`config.mk`:
```
export PLATFORM = sky130hd
export DESIGN_NAME = enum_chain_sequencer
export DESIGN_NICKNAME = d
export VERILOG_FILES = /design/src/rtl/enum_chain_pkg.sv /design/src/rtl/enum_cmd_select.sv /design/src/rtl/enum_word_eval.sv /design/src/rtl/enum_read_index.sv /design/src/rtl/enum_chain_sequencer.sv
export SDC_FILE = /design/constraint.sdc
export NUM_CORES = 1
export LEC_CHECK = 0
export BUFFER_PORTS_ARGS = -buffer_cell sky130_fd_sc_hd__buf_2
export CAP_MARGIN = 20
export CORE_MARGIN = 2
export CORE_UTILIZATION = 45
export CTS_BUF_LIST = sky130_fd_sc_hd__clkbuf_8
export DETAILED_ROUTE_END_ITERATION = 10
export PLACE_DENSITY = 0.93
export SETUP_SLACK_MARGIN = 0.5
export SLEW_MARGIN = 5
export SYNTH_ARGS = -nofsm -noshare
export SYNTH_HDL_FRONTEND = slang
export SYNTH_SLANG_ARGS = --single-unit
```
`constraint.sdc`:
```
create_clock -name clk -period 2.6 [get_ports clk]
set_clock_uncertainty 0.05 [all_clocks]
set_input_delay 0.39 -clock clk [delete_from_list [all_inputs] [get_ports clk]]
set_output_delay 0.39 -clock clk [all_outputs]
set_load 0.1 [all_outputs]
```
`src/rtl/enum_chain_pkg.sv`:
```
package enum_chain_pkg;

    typedef enum logic [3:0] {
        ST_IDLE,
        ST_RST_SEND,
        ST_RST_WAIT,
        ST_RUN_SEND,
        ST_RUN_WAIT,
        ST_PTR_SEND,
        ST_PTR_WAIT,
        ST_RD_SEND,
        ST_RD_WAIT,
        ST_EVAL,
        ST_PD_SEND,
        ST_PD_WAIT,
        ST_DONE
    } seq_state_t;

    typedef enum logic [1:0] {
        ERR_NONE  = 2'd0,
        ERR_CRC   = 2'd1,
        ERR_ADDR  = 2'd2,
        ERR_CHAIN = 2'd3
    } scan_err_t;

    typedef enum logic [1:0] {
        CMD_RESET,
        CMD_RELEASE,
        CMD_POINT,
        CMD_POWERDOWN
    } cmd_sel_t;

    // register addresses seen by every device in the chain
    localparam logic [5:0] REG_CTRL_HI  = 6'h0D;
    localparam logic [5:0] REG_CTRL_LO  = 6'h0E;
    localparam logic [5:0] REG_READ_PTR = 6'h1C;

    // low control register bit positions
    localparam int LO_SWRST_BIT = 7;
    localparam int LO_MUST_BIT  = 4;
    localparam int LO_LOCK_BIT  = 2;
    localparam int LO_RDBK_BIT  = 0;

    localparam logic [7:0] LO_RUN_VAL =
        8'((1 << LO_MUST_BIT) | (1 << LO_LOCK_BIT) | (1 << LO_RDBK_BIT));
    localparam logic [7:0] LO_RESET_VAL = LO_RUN_VAL | 8'(1 << LO_SWRST_BIT);

    // read pointer field sits at bits 7:2
    localparam logic [7:0] PTR_VAL = {REG_CTRL_LO, 2'b00};

    // high control register: software power-down in bit 0
    localparam logic [7:0] HI_PWRDN_VAL = 8'h01;

endpackage

```
`src/rtl/enum_cmd_select.sv`:
```
module enum_cmd_select
    import enum_chain_pkg::*;
#(
    parameter int DEV_W = 5,
    parameter int REG_W = 6,
    parameter int VAL_W = 8
) (
    input  cmd_sel_t          sel,
    output logic [DEV_W-1:0]  dev,
    output logic [REG_W-1:0]  regaddr,
    output logic [VAL_W-1:0]  val,
    output logic              all
);

    always_comb begin
        dev = '0;
        all = 1'b1;
        unique case (sel)
            CMD_RESET: begin
                regaddr = REG_W'(REG_CTRL_LO);
                val     = VAL_W'(LO_RESET_VAL);
            end
            CMD_RELEASE: begin
                regaddr = REG_W'(REG_CTRL_LO);
                val     = VAL_W'(LO_RUN_VAL);
            end
            CMD_POINT: begin
                regaddr = REG_W'(REG_READ_PTR);
                val     = VAL_W'(PTR_VAL);
            end
            CMD_POWERDOWN: begin
                regaddr = REG_W'(REG_CTRL_HI);
                val     = VAL_W'(HI_PWRDN_VAL);
            end
            default: begin
                regaddr = '0;
                val     = '0;
            end
        endcase
    end

endmodule

```
`src/rtl/enum_word_eval.sv`:
```
module enum_word_eval #(
    parameter int WORD_W   = 32,
    parameter int DEV_W    = 5,
    parameter int IDX_W    = 4,
    parameter int ADDR_LSB = 27
) (
    input  logic [WORD_W-1:0] word,
    input  logic [IDX_W-1:0]  idx,
    output logic              is_zero,
    output logic              addr_match
);

    logic [DEV_W-1:0] field;
    logic [DEV_W-1:0] logical;

    assign field = word[ADDR_LSB +: DEV_W];

    // address travels least significant bit first: undo the mirror
    for (genvar b = 0; b < DEV_W; b++) begin : g_rev
        assign logical[b] = field[DEV_W-1-b];
    end

    assign is_zero    = (word == '0);
    assign addr_match = (logical == DEV_W'(idx));

endmodule

```
`src/rtl/enum_read_index.sv`:
```
module enum_read_index #(
    parameter int IDX_W = 4,
    parameter int LAST  = 8
) (
    input  logic             clk,
    input  logic             rst_n,
    input  logic             clr,
    input  logic             inc,
    output logic [IDX_W-1:0] idx,
    output logic             at_first,
    output logic             at_last
);

    always_ff @(posedge clk or negedge rst_n) begin
        if (!rst_n) begin
            idx <= '0;
        end else if (clr) begin
            idx <= '0;
        end else if (inc) begin
            idx <= idx + 1'b1;
        end
    end

    assign at_first = (idx == '0);
    assign at_last  = (idx == IDX_W'(LAST));

endmodule

```
`src/rtl/enum_chain_sequencer.sv`:
```
module enum_chain_sequencer
    import enum_chain_pkg::*;
#(
    parameter int          MAX_DEVS  = 8,
    parameter int          WORD_W    = 32,
    parameter int          DEV_W     = 5,
    parameter int          REG_W     = 6,
    parameter int          VAL_W     = 8,
    parameter int          ADDR_LSB  = 27,
    parameter logic [31:0] READ_WORD = 32'hF800_030A,
    localparam int         IDX_W     = $clog2(MAX_DEVS + 1),
    localparam int         CNT_W     = $clog2(MAX_DEVS)
) (
    input  logic              clk,
    input  logic              rst_n,
    input  logic              start,
    output logic              done,
    output logic [CNT_W-1:0]  dev_count,
    output logic [1:0]        err,
    output logic              xfer_start,
    output logic [WORD_W-1:0] xfer_tx,
    input  logic [WORD_W-1:0] xfer_rx,
    input  logic              xfer_done,
    output logic [DEV_W-1:0]  cmd_dev,
    output logic [REG_W-1:0]  cmd_reg,
    output logic [VAL_W-1:0]  cmd_val,
    output logic              cmd_all,
    input  logic [WORD_W-1:0] enc_frame,
    output logic [WORD_W-1:0] chk_word,
    input  logic              chk_ok
);

    seq_state_t        state_q, state_d;
    cmd_sel_t          sel;
    logic [WORD_W-1:0] rx_q;
    logic [IDX_W-1:0]  idx;
    logic              idx_first, idx_last;
    logic              idx_clr, idx_inc;
    logic              w_zero, w_addr_ok;
    logic              res_load;
    scan_err_t         res_err;
    scan_err_t         err_q;
    logic [CNT_W-1:0]  count_q;

    enum_cmd_select #(
        .DEV_W (DEV_W),
        .REG_W (REG_W),
        .VAL_W (VAL_W)
    ) u_cmd (
        .sel     (sel),
        .dev     (cmd_dev),
        .regaddr (cmd_reg),
        .val     (cmd_val),
        .all     (cmd_all)
    );

    enum_word_eval #(
        .WORD_W   (WORD_W),
        .DEV_W    (DEV_W),
        .IDX_W    (IDX_W),
        .ADDR_LSB (ADDR_LSB)
    ) u_eval (
        .word       (rx_q),
        .idx        (idx),
        .is_zero    (w_zero),
        .addr_match (w_addr_ok)
    );

    enum_read_index #(
        .IDX_W (IDX_W),
        .LAST  (MAX_DEVS)
    ) u_idx (
        .clk      (clk),
        .rst_n    (rst_n),
        .clr      (idx_clr),
        .inc      (idx_inc),
        .idx      (idx),
        .at_first (idx_first),
        .at_last  (idx_last)
    );

    // state register
    always_ff @(posedge clk or negedge rst_n) begin
        if (!rst_n) begin
            state_q <= ST_IDLE;
        end else begin
            state_q <= state_d;
        end
    end

    // next state and eval decision
    always_comb begin
        state_d  = state_q;
        res_load = 1'b0;
        res_err  = ERR_NONE;
        idx_inc  = 1'b0;
        unique case (state_q)
            ST_IDLE:     if (start) state_d = ST_RST_SEND;
            ST_RST_SEND: state_d = ST_RST_WAIT;
            ST_RST_WAIT: if (xfer_done) state_d = ST_RUN_SEND;
            ST_RUN_SEND: state_d = ST_RUN_WAIT;
            ST_RUN_WAIT: if (xfer_done) state_d = ST_PTR_SEND;
            ST_PTR_SEND: state_d = ST_PTR_WAIT;
            ST_PTR_WAIT: if (xfer_done) state_d = ST_RD_SEND;
            ST_RD_SEND:  state_d = ST_RD_WAIT;
            ST_RD_WAIT:  if (xfer_done) state_d = ST_EVAL;
            ST_EVAL: begin
                res_load = 1'b1;
                if (w_zero) begin
                    if (idx_first) begin
                        res_err = ERR_CHAIN;
                        state_d = ST_PD_SEND;
                    end else begin
                        res_err = ERR_NONE;
                        state_d = ST_DONE;
                    end
                end else if (!chk_ok) begin
                    res_err = ERR_CRC;
                    state_d = ST_PD_SEND;
                end else if (!w_addr_ok) begin
                    res_err = ERR_ADDR;
                    state_d = ST_PD_SEND;
                end else if (idx_last) begin
                    res_err = ERR_CHAIN;
                    state_d = ST_PD_SEND;
                end else begin
                    res_load = 1'b0;
                    idx_inc  = 1'b1;
                    state_d  = ST_RD_SEND;
                end
            end
            ST_PD_SEND:  state_d = ST_PD_WAIT;
            ST_PD_WAIT:  if (xfer_done) state_d = ST_DONE;
            ST_DONE:     state_d = ST_IDLE;
            default:     state_d = ST_IDLE;
        endcase
    end

    // outputs decoded from state
    always_comb begin
        xfer_start = 1'b0;
        done       = 1'b0;
        idx_clr    = 1'b0;
        sel        = CMD_POWERDOWN;
        xfer_tx    = enc_frame;
        unique case (state_q)
            ST_IDLE:     idx_clr = start;
            ST_RST_SEND: begin sel = CMD_RESET;   xfer_start = 1'b1; end
            ST_RST_WAIT: sel = CMD_RESET;
            ST_RUN_SEND: begin sel = CMD_RELEASE; xfer_start = 1'b1; end
            ST_RUN_WAIT: sel = CMD_RELEASE;
            ST_PTR_SEND: begin sel = CMD_POINT;   xfer_start = 1'b1; end
            ST_PTR_WAIT: sel = CMD_POINT;
            ST_RD_SEND: begin
                xfer_start = 1'b1;
                xfer_tx    = WORD_W'(READ_WORD);
            end
            ST_RD_WAIT:  xfer_tx = WORD_W'(READ_WORD);
            ST_EVAL:     ;
            ST_PD_SEND:  xfer_start = 1'b1;
            ST_PD_WAIT:  ;
            ST_DONE:     done = 1'b1;
            default:     ;
        endcase
    end

    // capture of readback word and scan result
    always_ff @(posedge clk or negedge rst_n) begin
        if (!rst_n) begin
            rx_q    <= '0;
            err_q   <= ERR_NONE;
            count_q <= '0;
        end else begin
            if (state_q == ST_RD_WAIT && xfer_done) begin
                rx_q <= xfer_rx;
            end
            if (state_q == ST_IDLE && start) begin
                err_q   <= ERR_NONE;
                count_q <= '0;
            end else if (res_load) begin
                err_q   <= res_err;
                count_q <= (res_err == ERR_NONE) ? CNT_W'(idx - 1'b1) : '0;
            end
        end
    end

    assign chk_word  = rx_q;
    assign err       = err_q;
    assign dev_count = count_q;

endmodule

```
==> summary.txt <==
Logic synthesis
  • Post-synthesis sequential area ratio: 0.424
  • Post-Syn Area: 0.00266 mm2
  • Synth Area per Inst: 10.7 um2
  • #FFs+latches synth: 45
  • Ys flop type: dfrtp_1
  • YS warnings: 0
  • Synth async-reset ratio: 1.00
  • Number of synthesized flops with an enable pin: 0
  • Library cells used by synthesis: 54
  • Cell count after synthesis: 248

Place
  • HPWL Detailed: 6140 um
  • Routability Congestion: 0.860
  • Dpl cells: 460
  • Worst slack at placement: 0.298 ns
  • I/O Buffers: 148

Floorplanning
  • Core area: 0.00561 mm2
  • Die area: 0.00654 mm2
  • # IOs: 160
  • Number of core rows: 27
  • Initial Util: 0.474
  • Die X: 80.9 um
  • Die Y: 80.9 um

Route
  • DRT iter0 DRCs: 154
  • Drt first pass iters: 4
  • Vias per cell: 5.39
  • Wire per inst: 17.9 um
  • Vias: 2,620
  • DRT Wirelength: 8710 um
  • DRT antenna net count: 0
  • DRC: 0

Timing
  • Fin crit share: 0.910
  • Fmax: 423 MHz
  • Endpoints failing hold: 0
  • Clock period minus final worst setup slack: 2.37 ns
  • Unrepaired setup endpoints after global routing: yes
  • Min setup slack post-route: 0.235 ns
  • Final setup viols: 0
  • Max-slew violations: 0

Layout
  • Most common cell after layout, fill and taps aside: buf_2
  • Area Overhead vs Synth: 70.2%
  • Fill count: 309
  • Layout cell share with drive strength beyond 1: 0.715
  • Fin util: 0.807
  • Commonest non-fill, non-tap cells in the layout: buf_2, buf_12, mux2_2, dfrtp_1, and2_4
  • # nets final: 484
  • Antenna fix cells: 0
  • Final Non-Filler Cells: 486

CTS
  • CTS Buf Count: 5
  • Clk_lat worst skew: 0.30 ns
  • # H-tree levels: 2
  • CTS tree: done
  • Reg clk slew, reported paths: 0.09 ns
  • Clock sinks: 45
  • CTS Root Cell: clkbuf_8
  • Longest Clk Path Bufs: 2

Setup path
  • R2r setup slk: 0.67 ns
  • Worst reg-to-reg path cell count: 7
  • Critical path peak fanout: 11
  • Worst R2R End: dev_count[2]
  • Crit. Startpoint: state_q[3]
  • CP Class: flop to primary output
  • CP endpoint: xfer_tx[6]
  • Crit path arrival time: 1.93 ns
  • Startpoint class of the critical path: flop
  • Worst setup EP type: primary output
  • FF-to-FF Start: u_idx.idx[0]
  • WP data required: 2.16 ns

Min path
  • Worst Hold Class: input port to flop

Flow run
  • Max Cap Viol: 0

GRT
  • Grt total ovfl: 0
  • Global-route wire length before repair: 13,000 um
  • Largest net degree at the start of global routing: 33
  • Initial antenna violation count: 0
  • Number of global-route vias before repair: 2,638
  • Tot GR Track Use: 0.265

Run status
  • Status: complete, no violations
timing repair:
item | 4_1_cts | 5_1_grt
gates resized for setup | 29 | 22
cloned | 2 | 0
pin swaps | 11 | 8
endpoints found under the setup margin | 42 | 52
setup buffers | 15 | 0
hold buffers | 1 | 0
endpoints found under the hold margin | 15 | 0
worst min-delay path by stage:
stage | start | endpoint | slack [ns] | cells after the start
2_1_floorplan | rst_n | chk_word[0] | 0.04 | 0
3_3_place_gp | rst_n | chk_word[15] | 0.25 | 1
3_5_place_dp | rst_n | chk_word[15] | 0.26 | 1
4_1_cts | xfer_rx[29] | chk_word[29] | 0.25 | 2
5_1_grt | xfer_rx[24] | chk_word[24] | 0.26 | 2
6_report | xfer_rx[23] | chk_word[23] | 0.26 | 2
routing by layer:
metal / global-route usage / vias up / wire (um)
li1: - / 1172 / -
met5: 0 / - / 0
met2: 0.490 / 166 / 4460
met3: 0.0711 / 29 / 852
met4: 0.139 / 0 / 408
met1: 0.270 / 1253 / 2990
final cells by class:
type | count | area, um2 | area share
Timing Repair Buffer | 174 | 1570 | 0.347
Clock inverter | 3 | 42.5 | 0.00940
Inverter | 7 | 30.0 | 0.00664
Multi-Input combinational cell | 180 | 1570 | 0.348
Sequential cell | 45 | 1150 | 0.254
Tap cell | 72 | 90.1 | 0.0199
Clock buffer | 5 | 68.8 | 0.0152
cell usage after synthesis (3+ instances only):
cell / instances / area share
dfrtp_1: 45 / 0.42
mux2_2: 32 / 0.14
and2_1: 24 / 0.056
buf_4: 14 / 0.040
nand2_1: 12 / 0.017
nand2b_1: 10 / 0.024
nor4_1: 9 / 0.021
nor2_1: 8 / 0.011
inv_1: 7 / 0.0099
nor3_1: 7 / 0.013
a21oi_1: 5 / 0.0094
buf_2: 4 / 0.0075
mux2i_1: 4 / 0.015
nand3_1: 4 / 0.0075
o21ai_0: 4 / 0.0075
a21oi_2: 3 / 0.0099
a32o_1: 3 / 0.011
clkbuf_1: 3 / 0.0042
clkbuf_8: 3 / 0.016
nor2b_1: 3 / 0.0071
xor2_1: 3 / 0.0099
kinds of logic (layout without fill, tap and decap cells):
family | after synthesis | after routing | share of synthesized area
and+or+nand+nor | 94 | 94 | 0.215
DFF | 45 | 45 | 0.424
muxes | 37 | 37 | 0.155
buffers and inverters | 32 | 189 | 0.0809
AOI/OAI and AO/OA | 31 | 31 | 0.0974
xor gates and xnor gates | 5 | 5 | 0.0165
adders and majority gates | 2 | 2 | 0.00941
other | 2 | 11 | 0.00282
critical path, cell delays in order (launching register included):
cell and delay [ns]:
dfrtp_2 0.43, nor2b_4 0.14, and2_4 0.14, a31oi_4 0.22
buf_6 0.14, buf_6 0.09, buf_12 0.11, and2_4 0.16
buf_12 0.17
metrics by stage:
stage	hold slack, ns	setup TNS, ns	area (um2)
floorplan	0.0444	-0.144	2880
global placement	0.254	0	4040
detailed placement	0.262	0	4040
CTS	0.255	0	4430
global route	0.260	0	4530
finish	0.259	0	4530
registers in the layout (all words and copies together) (netlist names):
register   count
err            2
u_idx.idx      4
dev_count      3
state_q        4
chk_word      32
Power is not shown: default switching activity piles up to over one toggle a cycle in this logic, so the estimate is an artifact.
